[src/rtl/smp_code_pkg.sv]
package smp_code_pkg;

   localparam int unsigned CFG_W = 3;

   typedef enum logic [1:0] {
      CODE_OFFSET = 2'd0,
      CODE_TWOS   = 2'd1,
      CODE_GRAY   = 2'd2
   } code_e;

   localparam logic [CFG_W-1:0] CFG_STRAP  = 3'b000;
   localparam logic [CFG_W-1:0] CFG_TWOS   = 3'b001;
   localparam logic [CFG_W-1:0] CFG_GRAY   = 3'b010;
   localparam logic [CFG_W-1:0] CFG_OFFSET = 3'b100;

   localparam logic [1:0] STRAP_LOW   = 2'b00;
   localparam logic [1:0] STRAP_MID   = 2'b01;
   localparam logic [1:0] STRAP_HIGH  = 2'b10;

   function automatic code_e strap_to_code(input logic [1:0] s);
      code_e c;
      case (s)
         STRAP_LOW:  c = CODE_OFFSET;
         STRAP_HIGH: c = CODE_GRAY;
         default:    c = CODE_TWOS;
      endcase
      return c;
   endfunction

endpackage

[src/rtl/smp_fmt_select.sv]
module smp_fmt_select
   import smp_code_pkg::*;
#(
   parameter int unsigned FIELD_W = CFG_W
) (
   input  logic               clk,
   input  logic               rst_n,
   input  logic               cfg_we,
   input  logic [FIELD_W-1:0] cfg_wdata,
   input  logic [1:0]         strap,
   output logic [FIELD_W-1:0] fmt_q,
   output code_e              code
);

   if (FIELD_W != CFG_W) begin : g_bad_field
      $error("smp_fmt_select: FIELD_W must equal CFG_W");
   end

   // Control field: hard reset only; soft reset is deliberately absent.
   always_ff @(posedge clk or negedge rst_n) begin
      if (!rst_n) begin
         fmt_q <= CFG_STRAP;
      end else if (cfg_we) begin
         fmt_q <= cfg_wdata;
      end
   end

   always_comb begin
      case (fmt_q)
         CFG_TWOS:   code = CODE_TWOS;
         CFG_GRAY:   code = CODE_GRAY;
         CFG_OFFSET: code = CODE_OFFSET;
         default:    code = strap_to_code(strap);
      endcase
   end

endmodule

[src/rtl/smp_code_lane.sv]
module smp_code_lane
   import smp_code_pkg::*;
#(
   parameter int unsigned DATA_W     = 12,
   parameter bit          GRAY_CHAIN = 1'b0
) (
   input  logic              clk,
   input  logic              rst_n,
   input  logic              soft_rst,
   input  logic              in_valid,
   input  code_e             code,
   input  logic [DATA_W-1:0] din,
   output logic [DATA_W-1:0] dout
);

   localparam int unsigned MSB = DATA_W - 1;

   if (DATA_W < 2) begin : g_bad_width
      $error("smp_code_lane: DATA_W must be at least 2");
   end

   logic [DATA_W-1:0] gray_w;
   logic [DATA_W-1:0] twos_w;
   logic [DATA_W-1:0] coded_w;

   if (GRAY_CHAIN) begin : g_gray_chain
      assign gray_w[MSB] = din[MSB];
      for (genvar i = 0; i < MSB; i++) begin : g_bit
         assign gray_w[i] = din[i] ^ din[i+1];
      end
   end else begin : g_gray_shift
      assign gray_w = din ^ (din >> 1);
   end

   assign twos_w = {~din[MSB], din[MSB-1:0]};

   always_comb begin
      case (code)
         CODE_TWOS: coded_w = twos_w;
         CODE_GRAY: coded_w = gray_w;
         default:   coded_w = din;
      endcase
   end

   always_ff @(posedge clk or negedge rst_n) begin
      if (!rst_n) begin
         dout <= '0;
      end else if (soft_rst) begin
         dout <= '0;
      end else if (in_valid) begin
         dout <= coded_w;
      end
   end

endmodule

[src/rtl/smp_code_conv.sv]
module smp_code_conv
   import smp_code_pkg::*;
#(
   parameter int unsigned DATA_W     = 12,
   parameter bit          GRAY_CHAIN = 1'b0
) (
   input  logic              clk,
   input  logic              rst_n,
   input  logic              soft_rst,
   input  logic              cfg_we,
   input  logic [2:0]        cfg_wdata,
   input  logic [1:0]        strap,
   input  logic              in_valid,
   input  logic [DATA_W-1:0] in_a,
   input  logic [DATA_W-1:0] in_b,
   output logic              out_valid,
   output logic [DATA_W-1:0] out_a,
   output logic [DATA_W-1:0] out_b
);

   localparam int unsigned N_CH = 2;

   logic [CFG_W-1:0]  fmt_q;
   code_e             code;
   logic [DATA_W-1:0] din_arr  [N_CH];
   logic [DATA_W-1:0] dout_arr [N_CH];

   assign din_arr[0] = in_a;
   assign din_arr[1] = in_b;

   smp_fmt_select #(.FIELD_W(CFG_W)) u_sel (
      .clk       (clk),
      .rst_n     (rst_n),
      .cfg_we    (cfg_we),
      .cfg_wdata (cfg_wdata),
      .strap     (strap),
      .fmt_q     (fmt_q),
      .code      (code)
   );

   // One resolved code feeds every lane, so a pair never mixes formats.
   for (genvar ch = 0; ch < N_CH; ch++) begin : g_lane
      smp_code_lane #(.DATA_W(DATA_W), .GRAY_CHAIN(GRAY_CHAIN)) u_lane (
         .clk      (clk),
         .rst_n    (rst_n),
         .soft_rst (soft_rst),
         .in_valid (in_valid),
         .code     (code),
         .din      (din_arr[ch]),
         .dout     (dout_arr[ch])
      );
   end

   always_ff @(posedge clk or negedge rst_n) begin
      if (!rst_n) begin
         out_valid <= 1'b0;
      end else begin
         out_valid <= in_valid & ~soft_rst;
      end
   end

   assign out_a = dout_arr[0];
   assign out_b = dout_arr[1];

endmodule

[config.mk]
export PLATFORM = sky130hd
export DESIGN_NAME = smp_code_conv
export DESIGN_NICKNAME = d
export VERILOG_FILES = /design/src/rtl/smp_code_pkg.sv /design/src/rtl/smp_fmt_select.sv /design/src/rtl/smp_code_lane.sv /design/src/rtl/smp_code_conv.sv
export SDC_FILE = /design/constraint.sdc
export NUM_CORES = 1
export LEC_CHECK = 0
export ABC_AREA = 1
export CELL_PAD_IN_SITES_DETAIL_PLACEMENT = 1
export CELL_PAD_IN_SITES_GLOBAL_PLACEMENT = 2
export CORE_UTILIZATION = 24
export DETAILED_ROUTE_END_ITERATION = 8
export PLACE_DENSITY_LB_ADDON = 0.15
export SYNTH_ARGS = -nofsm -noshare
export SYNTH_HDL_FRONTEND = slang
export SYNTH_HIERARCHICAL = 1
export SYNTH_SLANG_ARGS = --single-unit
export TNS_END_PERCENT = 10
[constraint.sdc]
create_clock -name clk -period 2.25 [get_ports clk]
set_clock_uncertainty 0.05 [all_clocks]
set_input_delay 0.5625 -clock clk [delete_from_list [all_inputs] [get_ports clk]]
set_output_delay 0.5625 -clock clk [all_outputs]
set_load 0.005 [all_outputs]
Word level (Yosys, flattened, before mapping)

Cells that the tools add are included.
W data, S select, Z words.

Word-level logic and storage cells: 26
Register bits: 28
Input port bits: 34
Output and inout port bits: 25

Bitwise operators: 6
Equality and inequality tests: 6
Reduce and logical (&&, ||, !) cells: 2
Mux-type cells: 8

Operators by type and width:

| operator             | number |
|---|---|
| $mux W12             | 4 |
| $pmux W12 S2         | 2 |
| $xor A12 B11 Y12     | 2 |
| $pmux W2 S3          | 1 |
| $eq A2 B2 Y1 const B | 2 |
| $pmux W2 S2          | 1 |
| $eq A3 B1 Y1 const B | 1 |
| $eq A3 B2 Y1 const B | 1 |
| $eq A3 B3 Y1 const B | 1 |
| $not A1 Y1           | 3 |
| $eq A2 B1 Y1 const B | 1 |
| $logic_not A2 Y1     | 1 |
| $reduce_bool A2 Y1   | 1 |
| $and A1 B1 Y1        | 1 |

Longest topological paths before layout

Gate-level depths: netlist (run 1).

Depth after elaboration: 7
Mapped depth: 12
Depth with buffers taken out: 11

By module

Netlist (run 1), hierarchy kept.

By module, submodules not included:

| module         | sequential area each (µm²) | instances | cells each | area each (µm²) |
|---|---|---|---|---|
| smp_code_lane  | 300.3                      | 2         | 132        | 849.6 |
| smp_fmt_select | 75.1                       | 1         | 22         | 155.1 |
| smp_code_conv  | 25.0                       | 1         | 3          | 35.0 |

Worst setup path after synthesis (run 1)

No wires, ideal clock.

Kind: in2reg
Start point: input port strap[0]
End point: register g_lane[0].u_lane.dout[6]
Data arrival time: 1.512 ns
Path buffers: 1
Stages on the path: 9
Data required time: 2.084 ns
Setup time: 0.116 ns
Path slack: 0.572 ns
Cells stage by stage: nand3_1 -> nand2_1 -> inv_1 -> ha_1 -> buf_4 -> o21ai_1 -> nand2_1 -> nand2_1 -> nand2_1

Word-level cells in the longest chain between the ends: 7
Elaborated cells between the ends (all ways): 9
Classes of those cells: eq/ne (3); mux (5); reduce/logical (1)

Ends and longest elaborated chain:

| element                                                 | line                 | RTL |
|---|---|---|
| start, declared                                         | smp_code_conv.sv:12  | `input logic [1:0] strap,` |
| $eq A2 B2 Y1 / $logic_not A2 Y1 (equally long branches) | smp_code_pkg.sv:22   | `case (s)` |
| $pmux W2 S2 *                                           | smp_code_pkg.sv:22   |  |
| $pmux W2 S3 *                                           | smp_fmt_select.sv:29 | `case (fmt_q)` |
| named net code[0]                                       | smp_code_conv.sv:24  | `code_e code;` |
| $eq A2 B2 Y1 / $eq A2 B1 Y1 (equally long branches)     | smp_code_lane.sv:38  | `case (code)` |
| $pmux W12 S2 *                                          | smp_code_lane.sv:38  |  |
| $mux W12 *                                              | smp_code_lane.sv:50  | `end else if (in_valid) begin` |
| $mux W12 *                                              | smp_code_lane.sv:48  | `end else if (soft_rst) begin` |
| end signal, assigned                                    | smp_code_lane.sv:51  | `dout <= coded_w;` |
| end, declared                                           | smp_code_lane.sv:13  | `output logic [DATA_W-1:0] dout` |

The timed path passes the listed nets; every way through them passes the cells marked *. The select of a mux whose other input is x is not followed.
A chain may end at the register's enable or synchronous reset.

Final worst setup path (run 1)

Start point: input port strap[1]
End point: register g_lane[1].u_lane.dout[4]

Word-level cells in the longest chain between the ends: 7
Elaborated cells between the ends (all ways): 9
Classes of those cells: eq/ne (3); mux (5); reduce/logical (1)

Ends and longest elaborated chain:

| element                                                 | line |
|---|---|
| $eq A2 B2 Y1 / $logic_not A2 Y1 (equally long branches) | smp_code_pkg.sv:22 |
| $pmux W2 S2 *                                           | smp_code_pkg.sv:22 |
| $pmux W2 S3 *                                           | smp_fmt_select.sv:29 |
| named net code[1]                                       | smp_code_conv.sv:24 |
| $eq A2 B2 Y1 / $eq A2 B1 Y1 (equally long branches)     | smp_code_lane.sv:38 |
| $pmux W12 S2 *                                          | smp_code_lane.sv:38 |
| $mux W12 *                                              | smp_code_lane.sv:50 |
| $mux W12 *                                              | smp_code_lane.sv:48 |
| end signal, assigned                                    | smp_code_lane.sv:51 |
| end, declared                                           | smp_code_lane.sv:13 |

Marked as above.

==> metrics.md, run 1 <==
| Metric | Value |
|---|---|
| Non-filler cells, final | 448 |
| #FFs+latches synth | 28 |
| Peak VDD IR | 0.253 mV |
| Initial Util | 25.4% |
| CP Max Fanout | 13 |
| Worst hold path endpoint | g_lane[0].u_lane/dout[3] |
| Vias | 1934 |
| Mapped Area | 1890 sq um |
| Worst skew pair latency | 0.28 ns |
| Kind of cell adding the most delay to the critical path | buffers and inverters |
| Total power | 1.51 mW |
| Dpl ws | -0.0590 ns |
| Layout cell share with drive strength beyond 1 | 7.74% |
| I/O pins | 59 |
| Simple-gate portion of the synthesized area | 45.0% |
| Unrepaired setup endpoints after global routing | false |
| # hold bufs at CTS | 0 |
| Via density | 4.32 |
| CTS tree | yes |
| Post-CTS Resized | 0 |
| Synth Instances | 289 |
| R2R Path Start | u_sel/fmt_q[0] |
| Final Net Count | 388 |
| Arrival time worst endpoint | 2.18 ns |
| Commonest cells after routing, fill and taps aside | nand2_1 (124), clkdlybuf4s50_1 (58), nor2_1 (46), dfrtp_1 (28), nand3_1 (22) |
| Worst Hold Class | reg2reg |
| Setup crit end kind | flip-flop |
| Port Buffer Count | 58 |
| Crit path launch type | primary input |
| Start point of the critical path | strap[1] |
| Post-CTS Setup Bufs | 0 |
| Drt first pass iters | 4 |
| Outcome | finished clean |
| Core area | 7450 sq um |
| GRT overflow | 0 |
| Vias in the first global route | 1942 |
| Sink Count | 28 |
| Yosys warning total | 6 |
| Antenna cells | 0 |
| Seq/Total Area, Yosys | 37.1% |
| Setup TNS | 0 ns |
| Max_slew headroom | 67.7% |
| Synthesized Nets | 327 |
| Routed Antenna Nets | 0 |
| TritonCTS Buffers | 3 |
| Reg-to-reg endpoint | g_lane[1].u_lane/dout[4] |
| Final Setup Violations | 0 |
| Final hold vios | 0 |
| Design area | 2650 sq um |
| Worst setup path category | in2reg |
| R2R Setup Slk | 0.49 ns |
| Synth Area per Inst | 6.54 sq um |
| WHS | 0.439 ns |
| CP bufs+invs | 3 |
| Clock Tree Root | clkbuf_8 |
| Maximum clock rate | 0.501 GHz |
| Final worst setup slack | 0.253 ns |
| Slowest stage delay, CP | 0.45 ns |
| Mux cell area share after synthesis | 0% |
| WP data required | 2.43 ns |
| Final GP Congestion | 0.731 |
| Post-synthesis compound-gate area fraction | 7.02% |
| Power Density | 569 nW/um^2 |
| Wire length per cell | 11.9 um |
| Max Slew Vio Count | 0 |
| Num rows | 31 |
| 1st-iter DRT viols | 52 |
| Placed cell count | 444 |
| Hold-critical path depth | 2 |
| Adder-cell area share of the yosys netlist | 2.65% |
| Leakage power | 1.34 nW |
| Die area | 8230 sq um |
| Placed Area | 2580 sq um |
| MaxCap Viol Count | 0 |
| Clock buffer depth | 2 |
| Xor and xnor area share after synthesis | 0% |
| Post-DP HPWL | 3920 um |
| CTS HTree Levels | 1 |
| Unique masters post-synth | 17 |
| GRT Util Overall | 13.8% |
| Wire length of the first global-routing pass | 9290 um |
| Largest family of logic cells by synthesized area | simple AND/OR/NAND/NOR gates |
| Final wirelength | 5330 um |
| DRC viols | 0 |
| Synth-to-Final Area Change | 40.4% |
| Largest net degree at the start of global routing | 29 |
| Period utilisation layout | 88.8% |
| Die span in y | 90.7 um |
| Utilization after layout | 35.6% |
| Commonest non-fill, non-tap cell in the layout | nand2_1 |
| Worst slew pin tran | 0.485 ns |
| CP Cell Sequence | clkdlybuf4s50_1 > inv_1 > nor2_1 > nand3_1 > nand2_1 > ha_1 > inv_2 > nand3_1 > nand2_1 > nand2_1 > nand2_1 |
| Post-route minimum period | 2.00 ns |
| Critical path's most frequent cell | nand2_1 |
| Initial antenna violation count | 0 |
| R2R depth | 10 |
| Clock transition at path regs | 0.11 ns |
| Die Width | 90.7 um |
| Slowest cell on crit path | clkdlybuf4s50_1 |
| Min-Delay Startpoint | g_lane[0].u_lane/dout[3] |
==> registers in the layout (all words and copies together), names as in the netlist <==
name	flops
out_valid	1
g_lane.u_lane/dout	24
u_sel/fmt_q	3
==> tightest hold or removal path, stage by stage, from the launching register on <==
cell and delay [ns]:
dfrtp_1 0.36, nand2_1 0.05, nand2_1 0.05
==> cells in the mapped netlist (all sizes together) <==
library cell	instances	area, sq um
inv	15	56.3
buf	12	100
nand3	26	150
dfrtp	28	701
nand2	126	478
nor2	49	191
nand3b	4	30.0
o21ai	25	133
ha	4	50.1
==> per-layer routing <==
layer  part of all wire (%)  global-route usage (%)
met4                   0.66                    2.82
met2                     46                    23.1
met1                     50                    18.6
met3                    3.6                    2.53
met5                      0                       0
==> where the power goes <==
group	total (mW)	switching [mW]	internal (mW)
registers	0.565	0.0225	0.542
logic	0.533	0.288	0.245
clock network	0.411	0.173	0.238
total	1.51	0.483	1.03
==> area by class of cell <==
| type | instances | area (sq um) |
|---|---|---|
| tap | 99 | 124 |
| sequential | 28 | 701 |
| clock buffer | 3 | 41.3 |
| inverter | 15 | 56.3 |
| fill | 974 | 4790 |
| multi-input combinational | 234 | 1030 |
| timing repair buffer | 68 | 668 |
| clock inverter | 1 | 30.0 |
==> cells by family after synthesis <==
| group | after synthesis |
|---|---|
| fa+ha+maj | 4 |
| simple gates | 205 |
| compound gates | 25 |
| flops | 28 |
| buf+inv | 27 |
==> how the worst max path moves through the flow <==
stage | to | slack [ns] | depth (start not counted)
floorplan | g_lane[0].u_lane/dout[6] | 0.57 | 9
global placement | g_lane[1].u_lane/dout[5] | -0.03 | 10
detailed placement | g_lane[1].u_lane/dout[4] | -0.06 | 11
CTS | g_lane[1].u_lane/dout[4] | 0.25 | 11
global route | g_lane[1].u_lane/dout[3] | 0.03 | 10
finish | g_lane[1].u_lane/dout[4] | 0.25 | 11
(Power assumes the default switching activity.)
==> inputs of run 2 (changes only) <==
--- a/config.mk
+++ b/config.mk
@@ -8,6 +8,7 @@
 export ABC_AREA = 1
 export CELL_PAD_IN_SITES_DETAIL_PLACEMENT = 1
 export CELL_PAD_IN_SITES_GLOBAL_PLACEMENT = 2
+export CORE_MARGIN = 1
 export CORE_UTILIZATION = 24
 export DETAILED_ROUTE_END_ITERATION = 8
 export PLACE_DENSITY_LB_ADDON = 0.15
==> results of run 2 <==
Final layout, timing and power as in run 1 (identical DEF).
==> inputs of run 3 (changes only) <==
--- a/config.mk
+++ b/config.mk
@@ -8,7 +8,7 @@
 export ABC_AREA = 1
 export CELL_PAD_IN_SITES_DETAIL_PLACEMENT = 1
 export CELL_PAD_IN_SITES_GLOBAL_PLACEMENT = 2
-export CORE_MARGIN = 1
+export CORE_MARGIN = 2
 export CORE_UTILIZATION = 24
 export DETAILED_ROUTE_END_ITERATION = 8
 export PLACE_DENSITY_LB_ADDON = 0.15
==> constraint.sdc (replaced) <==
create_clock -name clk -period 2.25 [get_ports clk]
set_clock_uncertainty 0.05 [all_clocks]
set_input_delay 0.5625 -clock clk [delete_from_list [all_inputs] [get_ports clk]]
set_output_delay 0.5625 -clock clk [all_outputs]
set_load 0.02 [all_outputs]
==> run 3 against run 2 <==
  * Sequential power hardly changed
  * Register-to-register slack got worse by 0.06 ns
  * First-iteration DRC count down 37%
  * Combinational power rose by 13%
  * Utilization shrank 0.82 points
  * Via count rose by 2.6%
  * Cell count increased by 1.3%
  * Non-clock buffer count grew 3
  * Routed wire length is 7.7% higher
  * Global-route usage grew 0.30 points
  * Sequential cell count unchanged
  * Final area up 0.85%
==> metrics.md, run 3 (synthesized netlist as in run 1, its figures left out) <==
| Metric | Value |
|---|---|
| Outcome | finished clean (unchanged) |
| TritonCTS Buffers | 3 (unchanged) |
| Unrepaired setup endpoints after global routing | false (unchanged) |
| 1st-iter DRT viols | 33 (was 52) |
| Layout cell share with drive strength beyond 1 | 8.52% (was 7.74%) |
| Clock buffer depth | 2 (unchanged) |
| Wire length per cell | 12.6 um (was 11.9 um) |
| Commonest non-fill, non-tap cell in the layout | nand2_1 (unchanged) |
| Drt first pass iters | 4 (unchanged) |
| GRT overflow | 0 (unchanged) |
| Final wirelength | 5740 um (was 5330 um) |
| Post-route minimum period | 2.02 ns (was 2.00 ns) |
| Period utilisation layout | 90.0% (was 88.8%) |
| Initial Util | 24.6% (was 25.4%) |
| Arrival time worst endpoint | 2.16 ns (was 2.18 ns) |
| CP Cell Sequence | clkdlybuf4s50_1 > inv_1 > nor2_1 > nand3_1 > nand2_1 > inv_1 > ha_1 > o21ai_0 > nand2_1 > nand2_1 > nand2_1 (was clkdlybuf4s50_1 > inv_1 > nor2_1 > nand3_1 > nand2_1 > ha_1 > inv_2 > nand3_1 > nand2_1 > nand2_1 > nand2_1) |
| Vias in the first global route | 2054 (was 1942) |
| WHS | 0.437 ns (was 0.439 ns) |
| CTS tree | yes (unchanged) |
| Top Registers | g_lane.u_lane/dout (24), u_sel/fmt_q (3), out_valid (1) (unchanged) |
| Met2 Use GR | 22.4% (was 23.1%) |
| Post-DP HPWL | 4220 um (was 3920 um) |
| Worst skew pair latency | 0.29 ns (was 0.28 ns) |
| Synth-to-Final Area Change | 41.6% (was 40.4%) |
| CP bufs+invs | 3 (unchanged) |
| Initial antenna violation count | 0 (unchanged) |
| Max_slew headroom | 70.7% (was 67.7%) |
| CP Max Fanout | 12 (was 13) |
| Critical path's most frequent cell | nand2_1 (unchanged) |
| Top reg by flops | g_lane.u_lane/dout (unchanged) |
| Sink Count | 28 (unchanged) |
| Port Buffer Count | 58 (unchanged) |
| Grt peak-use layer | met2 (unchanged) |
| Die span in y | 92.7 um (was 90.7 um) |
| Via density | 4.37 (was 4.32) |
| Setup crit end kind | flip-flop (unchanged) |
| Maximum clock rate | 0.494 GHz (was 0.501 GHz) |
| CTS HTree Levels | 1 (unchanged) |
| Power Density | 562 nW/um^2 (was 569 nW/um^2) |
| Clock Tree Root | clkbuf_8 (unchanged) |
| # hold bufs at CTS | 0 (unchanged) |
| Final Net Count | 391 (was 388) |
| Max Slew Vio Count | 0 (unchanged) |
| Met3 Use GR | 2.12% (was 2.53%) |
| Antenna cells | 0 (unchanged) |
| Kind of cell adding the most delay to the critical path | buffers and inverters (unchanged) |
| Core area | 7690 sq um (was 7450 sq um) |
| Worst slew pin tran | 0.439 ns (was 0.485 ns) |
| Slowest cell on crit path | clkdlybuf4s50_1 (unchanged) |
| Final GP Congestion | 0.680 (was 0.731) |
| Leakage power | 1.35 nW (was 1.34 nW) |
| Slowest stage delay, CP | 0.45 ns (about the same) |
| M1 GR Usage | 19.8% (was 18.6%) |
| Peak VDD IR | 0.196 mV (was 0.253 mV) |
| Max FFs per register | 24 (unchanged) |
| Setup TNS | 0 ns (unchanged) |
| Worst setup path category | in2reg (unchanged) |
| Crit path launch type | primary input (unchanged) |
| Clock transition at path regs | 0.10 ns (was 0.11 ns) |
| Largest net degree at the start of global routing | 29 (unchanged) |
| Post-CTS Resized | 0 (unchanged) |
| Routed Antenna Nets | 0 (unchanged) |
| WP data required | 2.38 ns (was 2.43 ns) |
| GRT Util Overall | 14.1% (was 13.8%) |
| DRC viols | 0 (unchanged) |
| Num rows | 32 (was 31) |
| Post-CTS Setup Bufs | 0 (unchanged) |
| Commonest cells after routing, fill and taps aside | nand2_1 (124), clkdlybuf4s50_1 (58), nor2_1 (46), dfrtp_1 (28), nand3_1 (22) (unchanged) |
| MaxCap Viol Count | 0 (unchanged) |
| Wire length of the first global-routing pass | 9830 um (was 9290 um) |
| Vias | 1985 (was 1934) |
| I/O pins | 59 (unchanged) |
| Die Width | 92.7 um (was 90.7 um) |
| Final hold vios | 0 (unchanged) |
| Final Setup Violations | 0 (unchanged) |
| Die area | 8600 sq um (was 8230 sq um) |
| Worst Hold Class | reg2reg (unchanged) |
[run 3: cell types whose count changed in the layout (fill, tap and decap cells not counted)]
cell       delta
clkbuf_8      +1
bufinv_16     -1
buf_4         +2
buf_12        +1
[run 3: where the power goes]
group	leakage [nW]	switching, mW	internal (mW)
sequential	0.375	0.0226	0.542
combinational	0.945	0.338	0.264
clock	0.0288	0.180	0.157
total	1.35	0.540	0.963
[run 3: layout make-up]
class                           count  area (sq um)
Multi-Input combinational cell    234          1030
Clock buffer                        4          55.1
Sequential cell                    28           701
Timing Repair Buffer               71           703
Tap cell                          102           128
Inverter                           15          56.3
Fill cell                         998          5010
[run 3: routing by layer]
layer  vias to the layer above  share of wire, %
met1                       919                49
met4                         0              0.73
met5                         -                 0
met2                        41                45
li1                       1023                 -
met3                         2               4.7
[run 3: path summary, 6_finish.rpt]
path / slack [ns] / to / start / depth (start not counted)
min: 0.44 / g_lane[1].u_lane/dout[3] / g_lane[1].u_lane/dout[3] / 2
min in group asynchronous: 0.61 / g_lane[0].u_lane/dout[2] / rst_n / 2
max in group asynchronous: 1.24 / g_lane[1].u_lane/dout[5] / rst_n / 2
min reg2reg: 0.44 / g_lane[1].u_lane/dout[3] / g_lane[1].u_lane/dout[3] / 2
max: 0.23 / g_lane[1].u_lane/dout[5] / strap[1] / 11
max reg2reg: 0.43 / g_lane[1].u_lane/dout[5] / u_sel/fmt_q[2] / 10
[run 3: stage by stage]
step | instances | setup slack [ns] | cell area (sq um) | util (%) | power [mW]
after CTS | 454 | 0.224 | 2680 | 34.8 | 1.54
after detailed placement | 450 | -0.0954 | 2620 | 34.1 | 1.18
after global routing | 454 | 0.0276 | 2680 | 34.8 | 1.62
final | 454 | 0.225 | 2680 | 34.8 | 1.50
after floorplan | 289 | 0.572 | 1890 | - | 0.921
after global placement | 450 | -0.0707 | 2620 | 34.1 | 1.18
[run 3: worst reg2reg max path, delay by kind of cell (launching register included)]
kind	cells	cell delay (ns)
adder cells (fa/ha/maj)	1	0.34
AND/OR/NAND/NOR	6	0.45
buffers and inverters	2	0.25
flip-flops	1	0.40
AO/OA/AOI/OAI	1	0.24
